### config.mk
export PLATFORM = sky130hd
export DESIGN_NAME = vcfg_csr_unit
export DESIGN_NICKNAME = d
export VERILOG_FILES = /design/src/rtl/vcfg_pkg.sv /design/src/rtl/vcfg_check.sv /design/src/rtl/vcfg_fields.sv /design/src/rtl/vcfg_mvl.sv /design/src/rtl/vcfg_csr_unit.sv
export SDC_FILE = /design/constraint.sdc
export NUM_CORES = 1
export LEC_CHECK = 0
export BUFFER_PORTS_ARGS = -buffer_cell sky130_fd_sc_hd__clkbuf_2
export CAP_MARGIN = 20
export CORE_UTILIZATION = 61
export CTS_CLUSTER_DIAMETER = 150
export CTS_CLUSTER_SIZE = 16
export DETAILED_ROUTE_END_ITERATION = 8
export PLACE_DENSITY = 0.92
export SKIP_LAST_GASP = 1
export SLEW_MARGIN = 20
export SYNTH_ARGS = -nofsm -noshare
export SYNTH_HDL_FRONTEND = slang
export SYNTH_SLANG_ARGS = --single-unit
export TNS_END_PERCENT = 20
### constraint.sdc
create_clock -name clk -period 12.5 [get_ports clk]
set_clock_uncertainty 0.05 [all_clocks]
set_input_delay 2.5 -clock clk [delete_from_list [all_inputs] [get_ports clk]]
set_output_delay 2.5 -clock clk [all_outputs]
set_load 0.01 [all_outputs]
### src/rtl/vcfg_pkg.sv
package vcfg_pkg;

   localparam int unsigned CODE_W = 4;

   typedef enum logic [1:0] {
      SEL_WIDTH = 2'd0,
      SEL_TYPE  = 2'd1,
      SEL_PRED  = 2'd2,
      SEL_RSVD  = 2'd3
   } cfg_sel_e;

   // A code is known when it is disabled, a float type or an integer type.
   function automatic logic code_known(input logic [CODE_W-1:0] c);
      return (c <= 4'h4) || ((c >= 4'h8) && (c <= 4'hC));
   endfunction

   // Width-only projection of a type code: floats map onto the integer width code.
   function automatic logic [CODE_W-1:0] width_of(input logic [CODE_W-1:0] c);
      if ((c >= 4'h1) && (c <= 4'h4)) return c + 4'h8;
      return c;
   endfunction

   // Element size in bits for a stored width code.
   function automatic logic [31:0] elem_bits(input logic [CODE_W-1:0] w);
      if ((w >= 4'h8) && (w <= 4'hC)) return 32'd8 << (w - 4'h8);
      return 32'd0;
   endfunction

endpackage

### src/rtl/vcfg_check.sv
module vcfg_check
   import vcfg_pkg::*;
#(
   parameter logic [3:0]  MAX_WIDTH_CODE = 4'hB,
   parameter int unsigned NPRED          = 8
) (
   input  cfg_sel_e           sel,
   input  logic [CODE_W-1:0]  code,
   input  logic [CODE_W-1:0]  cur_width,
   output logic               legal,
   output logic [CODE_W-1:0]  proj
);

   always_comb begin
      proj = width_of(code);
      unique case (sel)
         SEL_WIDTH: legal = code_known(code) && (proj <= MAX_WIDTH_CODE);
         SEL_TYPE:  legal = code_known(code) && (proj <= cur_width);
         SEL_PRED:  legal = (32'(code) <= NPRED);
         default:   legal = 1'b0;
      endcase
   end

endmodule

### src/rtl/vcfg_fields.sv
module vcfg_fields
   import vcfg_pkg::*;
#(
   parameter int unsigned NREG  = 32,
   parameter int unsigned IDX_W = $clog2(NREG)
) (
   input  logic                     clk,
   input  logic                     rst_n,
   input  logic                     set_both,
   input  logic                     set_type,
   input  logic [IDX_W-1:0]         idx,
   input  logic [CODE_W-1:0]        width_code,
   input  logic [CODE_W-1:0]        type_code,
   output logic [NREG*CODE_W-1:0]   width_vec,
   output logic [NREG*CODE_W-1:0]   type_vec
);

   for (genvar g = 0; g < NREG; g++) begin : g_reg
      logic [CODE_W-1:0] w_q, t_q;
      logic              hit;

      assign hit = (idx == IDX_W'(g));

      always_ff @(posedge clk or negedge rst_n) begin
         if (!rst_n) begin
            w_q <= '0;
            t_q <= '0;
         end else if (hit && set_both) begin
            w_q <= width_code;
            t_q <= type_code;
         end else if (hit && set_type) begin
            t_q <= type_code;
         end
      end

      assign width_vec[g*CODE_W +: CODE_W] = w_q;
      assign type_vec[g*CODE_W +: CODE_W]  = t_q;

      // A stored type never needs more bits than the register's width
      p_type_fits_r4: assert property (@(posedge clk) disable iff (!rst_n)
         width_of(t_q) <= w_q);
   end

endmodule

### src/rtl/vcfg_mvl.sv
module vcfg_mvl
   import vcfg_pkg::*;
#(
   parameter int unsigned NREG      = 32,
   parameter int unsigned PHYS_BITS = 8192,
   parameter int unsigned MVL_W     = 11
) (
   input  logic [NREG*CODE_W-1:0] width_vec,
   output logic [MVL_W-1:0]       mvl
);

   localparam int unsigned MAXK = $clog2(PHYS_BITS / 8);

   logic [31:0] ebits [NREG];
   logic [31:0] total;
   logic [31:0] best;

   for (genvar g = 0; g < NREG; g++) begin : g_ebits
      assign ebits[g] = elem_bits(width_vec[g*CODE_W +: CODE_W]);
   end

   always_comb begin
      total = '0;
      for (int i = 0; i < NREG; i++) total = total + ebits[i];
      best = '0;
      for (int k = 0; k <= MAXK; k++) begin
         if ((total << k) <= PHYS_BITS) best = 32'd1 << k;
      end
      if (total == 32'd0)     mvl = '0;
      else if (best < 32'd4)  mvl = MVL_W'(4);
      else                    mvl = best[MVL_W-1:0];
   end

endmodule

### src/rtl/vcfg_csr_unit.sv
module vcfg_csr_unit
   import vcfg_pkg::*;
#(
   parameter int unsigned NREG           = 32,
   parameter int unsigned NPRED          = 8,
   parameter int unsigned PHYS_BITS      = 8192,
   parameter logic [3:0]  MAX_WIDTH_CODE = 4'hB,
   localparam int unsigned IDX_W = $clog2(NREG),
   localparam int unsigned CFG_W = NREG * CODE_W,
   localparam int unsigned MVL_W = $clog2(PHYS_BITS / 8) + 1
) (
   input  logic               clk,
   input  logic               rst_n,
   input  logic               wr_en,
   input  logic [1:0]         wr_sel,
   input  logic [IDX_W-1:0]   wr_reg,
   input  logic [3:0]         wr_data,
   output logic               illegal,
   output logic               data_clr_all,
   output logic               data_clr_one,
   output logic [IDX_W-1:0]   data_clr_idx,
   output logic [NPRED-1:0]   pred_set_mask,
   output logic               vl_load,
   output logic [MVL_W-1:0]   mvl,
   output logic [CFG_W-1:0]   width_cfg,
   output logic [CFG_W-1:0]   type_cfg,
   output logic [3:0]         pred_cnt
);

   initial begin
      assert (NPRED >= 1 && NPRED <= 8) else $error("NPRED must be 1..8");
      assert (NREG >= 2) else $error("NREG must be at least 2");
      assert (PHYS_BITS >= 32) else $error("PHYS_BITS too small for MVL of 4");
      assert (MAX_WIDTH_CODE >= 4'h8 && MAX_WIDTH_CODE <= 4'hC)
         else $error("MAX_WIDTH_CODE must be an enabled width code");
   end

   cfg_sel_e          sel_e;
   logic [3:0]        cur_width;
   logic              legal;
   logic [3:0]        proj;
   logic              accept, reject;
   logic              set_both, set_type, set_pred, reconfig;
   logic [3:0]        next_pcnt;
   logic [NPRED-1:0]  next_mask;

   assign sel_e     = cfg_sel_e'(wr_sel);
   assign cur_width = width_cfg[{wr_reg, 2'b00} +: 4];

   vcfg_check #(
      .MAX_WIDTH_CODE (MAX_WIDTH_CODE),
      .NPRED          (NPRED)
   ) u_check (
      .sel       (sel_e),
      .code      (wr_data),
      .cur_width (cur_width),
      .legal     (legal),
      .proj      (proj)
   );

   assign accept   = wr_en && legal;
   assign reject   = wr_en && !legal;
   assign set_both = accept && (sel_e == SEL_WIDTH);
   assign set_type = accept && (sel_e == SEL_TYPE);
   assign set_pred = accept && (sel_e == SEL_PRED);
   assign reconfig = set_both || set_pred;

   vcfg_fields #(
      .NREG  (NREG),
      .IDX_W (IDX_W)
   ) u_fields (
      .clk        (clk),
      .rst_n      (rst_n),
      .set_both   (set_both),
      .set_type   (set_type),
      .idx        (wr_reg),
      .width_code (proj),
      .type_code  (wr_data),
      .width_vec  (width_cfg),
      .type_vec   (type_cfg)
   );

   vcfg_mvl #(
      .NREG      (NREG),
      .PHYS_BITS (PHYS_BITS),
      .MVL_W     (MVL_W)
   ) u_mvl (
      .width_vec (width_cfg),
      .mvl       (mvl)
   );

   assign next_pcnt = set_pred ? wr_data : pred_cnt;

   for (genvar g = 0; g < NPRED; g++) begin : g_mask
      assign next_mask[g] = (32'(next_pcnt) > g);
   end

   always_ff @(posedge clk or negedge rst_n) begin
      if (!rst_n) begin
         pred_cnt      <= '0;
         illegal       <= 1'b0;
         data_clr_all  <= 1'b0;
         data_clr_one  <= 1'b0;
         data_clr_idx  <= '0;
         pred_set_mask <= '0;
         vl_load       <= 1'b0;
      end else begin
         pred_cnt      <= next_pcnt;
         illegal       <= reject;
         data_clr_all  <= reconfig;
         data_clr_one  <= set_type;
         data_clr_idx  <= set_type ? wr_reg : '0;
         pred_set_mask <= reconfig ? next_mask : '0;
         vl_load       <= reconfig;
      end
   end

   // Rejected write leaves everything untouched
   p_reject_quiet_r6: assert property (@(posedge clk) disable iff (!rst_n)
      illegal |-> (width_cfg == $past(width_cfg) && type_cfg == $past(type_cfg) &&
                   pred_cnt == $past(pred_cnt) && !data_clr_all && !data_clr_one && !vl_load));

   // Vector length reload comes only with a full clear
   p_vl_with_clear_r3: assert property (@(posedge clk) disable iff (!rst_n)
      vl_load |-> data_clr_all);

   // Type write keeps widths and MVL
   p_type_keeps_width_r4: assert property (@(posedge clk) disable iff (!rst_n)
      data_clr_one |-> (width_cfg == $past(width_cfg) && mvl == $past(mvl) && !vl_load));

   // Only one kind of outcome per write
   p_one_outcome_r6: assert property (@(posedge clk) disable iff (!rst_n)
      $onehot0({illegal, data_clr_all, data_clr_one}));

   // Predicate count stays in range
   p_pred_range_r5: assert property (@(posedge clk) disable iff (!rst_n)
      32'(pred_cnt) <= NPRED);

   // Predicate fill matches the count
   p_mask_count_r5: assert property (@(posedge clk) disable iff (!rst_n)
      data_clr_all |-> ($countones(pred_set_mask) == 32'(pred_cnt)));

   // MVL floor when configured, zero when not
   p_mvl_floor_r7: assert property (@(posedge clk) disable iff (!rst_n)
      (|width_cfg) |-> (mvl >= MVL_W'(4)));
   p_mvl_off_r7: assert property (@(posedge clk) disable iff (!rst_n)
      !(|width_cfg) |-> (mvl == '0));

endmodule

Word-level counts from Yosys, hierarchy flattened
Cells that the tools add are included.
{"block": "word_totals", "register_bits": 276, "latch_bits": 0, "ram_bits": 0, "mem_bits_ro": 0, "inputBits": 14, "out_inout_bits": 288, "wordCells": 614, "mem_count": 0}
{"block": "op_classes", "addsub": 64, "multipliers": 0, "n_div": 0, "n_lt_le_gt_ge": 91, "eq_ne": 33, "shift": 33, "n_mux": 180, "n_bitwise": 0, "reduce_logical": 143}
{"cell": "$mux 32", "n": 64}
{"cell": "$shl 4x4->32 const A", "n": 32}
{"cell": "$add 32x32->32", "n": 31}
{"cell": "$le 32x14->1 const B", "n": 11}
{"cell": "$mux 4", "n": 68}
{"cell": "$le 4x4->1 const B", "n": 35}
{"cell": "$ge 4x4->1 const B", "n": 33}
{"cell": "$shiftx 128x8->4", "n": 1}
{"cell": "$sub 4x4->4 const B", "n": 32}
{"cell": "$logic_and 1x1->1", "n": 105}
{"cell": "$eq 5x5->1 const B", "n": 16}
{"cell": "$reduce_bool 2->1", "n": 32}
{"cell": "$eq 5x4->1 const B", "n": 8}
{"cell": "$mux 1", "n": 34}
{"cell": "$mux 11", "n": 3}
{"cell": "$logic_not 32->1", "n": 1}
{"cell": "$eq 5x3->1 const B", "n": 4}
{"cell": "$gt 4x3->1 const B", "n": 4}
{"cell": "$mux 8", "n": 2}
{"cell": "$lt 11x3->1 const B", "n": 1}
{"cell": "$eq 5x2->1 const B", "n": 2}
{"cell": "$mux 10", "n": 1}
{"cell": "$mux 5", "n": 2}
{"cell": "$mux 9", "n": 1}
{"cell": "other kinds (18)", "n": 21}

Depth between registers and ports, before layout
{"block": "logic_depth", "word_depth": 50, "depth_mapped": 29, "depth_no_buf": 28}

Cells and area by module
A second synthesis with hierarchy kept.
{"block": "hier_totals", "hier_cells": 2305, "area_unflattened_um2": 26997.1}
{"mod": "vcfg_mvl", "instances": 1, "cells_per_inst": 1519, "area_each_um2": 14986.9, "seq_area_each_um2": 0.0}
{"mod": "vcfg_fields", "instances": 1, "cells_per_inst": 650, "area_each_um2": 10109.7, "seq_area_each_um2": 6406.1}
{"mod": "vcfg_csr_unit", "instances": 1, "cells_per_inst": 109, "area_each_um2": 1725.4, "seq_area_each_um2": 500.5}
{"mod": "vcfg_check", "instances": 1, "cells_per_inst": 27, "area_each_um2": 175.2, "seq_area_each_um2": 0.0}

Worst setup path after synthesis
Ideal clock, no wire load.
{"block": "synth_timing", "kind": "register to output", "startpoint": "reg u_fields.g_reg[16].w_q[0]", "endpoint": "out mvl[3]", "arrival_ps": 7510, "t_required_ps": 9950, "slack_ps": 2440, "stages_incl_launch_ff": 25, "path_cell_list": "dfrtp_1 nand2b_1 or3b_2 fa_1 inv_1 fa_1 inv_1 fa_1 fa_1 inv_1 fa_1 fa_1 inv_1 fa_1 fa_1 inv_1 ha_1 fa_1 xor2_1 or3_1 nor3_1 and2_1 and3_1 nor2_1 nor4b_2"}
{"block": "synth_via", "elab_chain_cells": 35, "elab_cells_between_ends": 50, "cone_classes": "add/sub: 17; order compare: 14; shift: 1; mux: 16; reduce/logical: 2"}
{"item": "start, declared", "line_no": "vcfg_fields.sv:19", "text": "logic [CODE_W-1:0] w_q, t_q;"}
{"item": "start signal, assigned", "line_no": "vcfg_fields.sv:29", "text": "w_q <= width_code;"}
{"item": "$sub 4x4->4, or another cell as far along", "line_no": "vcfg_pkg.sv:25", "text": "if ((w >= 4'h8) && (w <= 4'hC)) return 32'd8 << (w - 4'h8);"}
{"item": "$shl 4x4->32 or $logic_and 1x1->1 (tied branches)", "line_no": "vcfg_pkg.sv:25"}
{"item": "$mux 32 or $mux 1 (tied branches)", "line_no": "vcfg_pkg.sv:25"}
{"item": "$mux 32 *", "line_no": "vcfg_pkg.sv:26", "text": "return 32'd0;"}
{"item": "$add 32x32->32 * (16 in series)", "line_no": "vcfg_mvl.sv:24", "text": "for (int i = 0; i < NREG; i++) total = total + ebits[i];"}
{"item": "$le 32x14->1", "line_no": "vcfg_mvl.sv:27", "text": "if ((total << k) <= PHYS_BITS) best = 32'd1 << k;"}
{"item": "$mux 1", "line_no": "vcfg_mvl.sv:27"}
{"item": "$mux 2", "line_no": "vcfg_mvl.sv:27"}
{"item": "[4 not listed]"}
{"item": "$mux 7", "line_no": "vcfg_mvl.sv:27"}
{"item": "$mux 8", "line_no": "vcfg_mvl.sv:27"}
{"item": "$mux 9", "line_no": "vcfg_mvl.sv:27"}
{"item": "$mux 10", "line_no": "vcfg_mvl.sv:27"}
{"item": "$mux 11", "line_no": "vcfg_mvl.sv:27"}
{"item": "$lt 11x3->1", "line_no": "vcfg_mvl.sv:30", "text": "else if (best < 32'd4) mvl = MVL_W'(4);"}
{"item": "$mux 11", "line_no": "vcfg_mvl.sv:30"}
{"item": "$mux 11 *", "line_no": "vcfg_mvl.sv:29", "text": "if (total == 32'd0) mvl = '0;"}
{"item": "end, declared", "line_no": "vcfg_csr_unit.sv:24", "text": "output logic [MVL_W-1:0] mvl,"}
Every way passes the cells marked *; elsewhere a longest branch is shown, timed or not. The select of a mux whose other input is x is not followed.

Worst setup path after layout
{"block": "layout_timing", "startpoint": "reg u_fields.g_reg[16].w_q[0]", "endpoint": "out mvl[5]"}
The elaborated chain is that of the path after synthesis.

==> flow_summary.toml <==
[min_path]
worst_hold_path.num_cells = 1
hold_path_startpoint = "u_fields.g_reg[24].t_q[1]$_DFFE_PN0P_"
hold_path_class = "flip-flop to flip-flop"
whs_endpoint = "u_fields.g_reg[24].t_q[1]$_DFFE_PN0P_"

[clock_tree]
clkSinkCount = 276
post-cts-setup-buffer-count = 0
postCtsResizedCells = 0
clock_tree_from_tritoncts = "built"
cts_inserted_buffers = 21
clock_tree.buffer_depth = 3
clkTransAtPathRegs_ns = 0.07
worst_skew_pair.late_latency_ns = 0.53
holdBufCountCts = 0
cts-root-buf = "sky130_fd_sc_hd__clkbuf_16"
htree_levels = 1

[synthesis]
synth-async-reset-ratio_pct = 100
synth_cell_type_count = 80
yosys_warnings = 0
ys_seq_elements = 276
synthesis.area_per_instance_sq_um = 11.8
synth.cell_area_sq_um = 26300
synth_sequential_area_ratio_pct = 26.3
syn_inst = 2231
synth_enable_flop_cells = 0
postSynth.topFlopCell = "sky130_fd_sc_hd__dfrtp_1"

[timing]
worst_slew_margin_rel_pct = 23.2
final-setup-viol-count = 0
unrepaired_setup_endpoints_after_global_routing = "no"
hold_viol = 0
finalSetupTns_ns = 0
finalHoldWorstSlack_ns = 0.457
period_needed_ns = 11.31
final_min_period_over_clock_period_pct = 90.5
clock.fmax_mhz = 88.4
worstMarginPinSlew_ns = 1.14
report.final.slew_viol_count = 0

[global_routing]
overflow = 0
globalRouteTotalUtil_pct = 32.4
grt_antenna_before_repair = 2
grt_pass1_vias = 20600
maximum_number_of_pins_on_one_net_before_global_route_repair = 144
grt_first_pass_wirelength_microns = 110000

[run]
max_cap_viol_count = 0

[die]
design.die.area_sq_um = 44000
core_area_sq_um = 42200
die_height_microns = 210
initial_utilization_pct = 62.3
num_io_pins = 302
num_rows = 75
floorplan.die.width_microns = 210

[worst_setup_path]
timing.critical_path.slowest_stage_cell = "sky130_fd_sc_hd__fa_1"
setup.worst_path.class = "flip-flop to primary output"
critPathBufInv = 6
critPathArrivalTime_ns = 8.76
nature_of_the_critical_path_endpoint = "primary output"
critPathMaxFanout = 5
timing.critical_path.slowest_cell_delay_ns = 0.59
critical-path-top-delay-family = "adder cells"
crit_chain = "nand2b_1 -> or3b_2 -> fa_1 -> inv_1 -> fa_1 -> inv_1 -> fa_1 -> fa_1 -> inv_1 -> fa_1 -> fa_1 -> inv_1 -> fa_1 -> fa_1 -> inv_1 -> ha_1 -> fa_1 -> xor2_1 -> or3_1 -> nor3_1 -> nor2_1 -> a2111oi_0 -> and4b_1 -> clkbuf_2"
worst_setup_path_startpoint = "u_fields.g_reg[16].w_q[0]$_DFFE_PN0P_"
ff2ff_path_depth = 12
ff2ff_setup_slack_ns = 7.73
worst-endpoint-required_ns = 9.95
critical_path.startpoint_type = "flip-flop"
crit_path_frequent_cell = "sky130_fd_sc_hd__fa_1"
r2r-end = "u_fields.g_reg[30].t_q[2]$_DFFE_PN0P_"
critical_path.reg2reg.startpoint = "u_fields.g_reg[18].w_q[1]$_DFFE_PN0P_"

[drt]
wirelength_microns = 67900
detail_route.vias_per_cell = 5.51
detailedRoute.firstIterationViolations = 1450
drt_drc_violations_left = 0
count_of_nets_left_with_antenna_violations_after_detail_routing = 0
drt_pre_antenna_iters = 5
wl_per_cell_microns = 20.0
routed-via-count = 18700

[layout]
multi_input_area_sq_um = 18600
final.fill_count = 2781
number_of_inserted_diodes = 0
finish.net_count = 3398
syn_to_layout_area_delta_pct = 14.9
register_area_sq_um = 6910
drive_gt1_share_pct = 22.6

[place]
detailedPlacementHpwl_microns = 55500
port_buffers = 299
routabilityCongestion = 0.969

[run_status]
run_status = "completed"
## worst reg2reg max path: cells and delay by family, from the launching register on
family,cells,cell delay (ns)
and+or+nand+nor,3,1.34
DFF,1,0.53
muxes,4,1.68
adders and majority gates,1,0.26
AOI/OAI and AO/OA,4,0.76
## cell usage in the layout, fill, tap and decap left out, drive strengths merged, types with 19 or more instances in the layout
cell type	instances
inv	503
and2	48
conb	354
nand3	49
nand2b	25
fa	474
clkbuf	319
and3	26
a21oi	32
mux4	40
or3	19
mux2	227
dfrtp	276
nor3	38
nor2b	33
nand2	89
nor2	67
ha	52
## sequential cells by signal, indices dropped and copies added, names as in the netlist
| register | count |
|---|---|
| u_fields.g.t_q | 128 |
| u_fields.g.w_q | 128 |
| pred_set_mask | 8 |
| data_clr_idx | 5 |
| pred_cnt | 4 |
| data_clr_all | 1 |
| data_clr_one | 1 |
| illegal | 1 |
## layout make-up
type	count	area share (%)
flip-flops and latches	276	22.8
inverters	502	6.23
repair buffers	311	5.35
clock buffers	21	1.74
multi-input cells	1746	61.5
well taps	539	2.23
clock inverters	2	0.0828
## metrics by stage
| step | util (%) | setup slack, ns | instance area, sq um | cells |
|---|---|---|---|---|
| after floorplan | - | 2.44 | 27600 | 2583 |
| after global placement | 70.2 | 1.97 | 29600 | 3373 |
| after detailed placement | 70.2 | 1.86 | 29600 | 3373 |
| after CTS | 71.5 | 1.24 | 30200 | 3396 |
| after global routing | 71.6 | 0.840 | 30200 | 3397 |
| final | 71.6 | 1.19 | 30200 | 3397 |
## cells by family after synthesis
group                    count (synthesis)  synth area share, %
flip-flops                             276                 26.3
XOR/XNOR                                15                0.499
other                                    2               0.0285
buffers and inverters                  561                 8.19
multiplexers                           274                 13.4
adder cells (fa/ha/maj)                526                 38.5
AO/OA/AOI/OAI                           86                 2.17
AND/OR/NAND/NOR                        491                 10.9
## worst max-delay path by stage
stage | cells past startpoint | endpoint | slack, ns
6_report | 24 | mvl[5] | 1.19
5_1_grt | 24 | mvl[5] | 0.84
4_1_cts | 26 | mvl[9] | 1.24
3_5_place_dp | 26 | mvl[9] | 1.86
3_3_place_gp | 26 | mvl[9] | 1.97
2_1_floorplan | 24 | mvl[3] | 2.44
## cells in the mapped netlist (all sizes together), types with 8 or more instances
library cell    n  share of area (%)
a21oi          32               0.61
and2           48                1.2
and3           26               0.62
and3b           8               0.27
buf            17               0.39
clkbuf         42               0.64
dfrtp         276                 26
fa            474                 36
ha             52                2.5
inv           502                7.2
mux2          227                9.7
mux4           40                3.4
nand2          89                1.3
nand2b         25               0.59
nand3          49               0.95
nand3b         16               0.46
nand4          13               0.38
nor2           67               0.96
nor2b          33               0.78
nor3           38               0.89
nor3b          15               0.43
o21ai          12               0.26
or3            19               0.47
xor2            9               0.30
## layer usage
layer	global-route usage [%]	share of wire, %	vias up
li1	-	-	7928
met1	40.5	36	9641
met2	55.2	51	944
met3	7.69	9.1	212
met4	12.1	4.2	2
met5	0	0.013	-
Power is not shown: default switching activity piles up to over one toggle a cycle in this logic, so the estimate is an artifact.
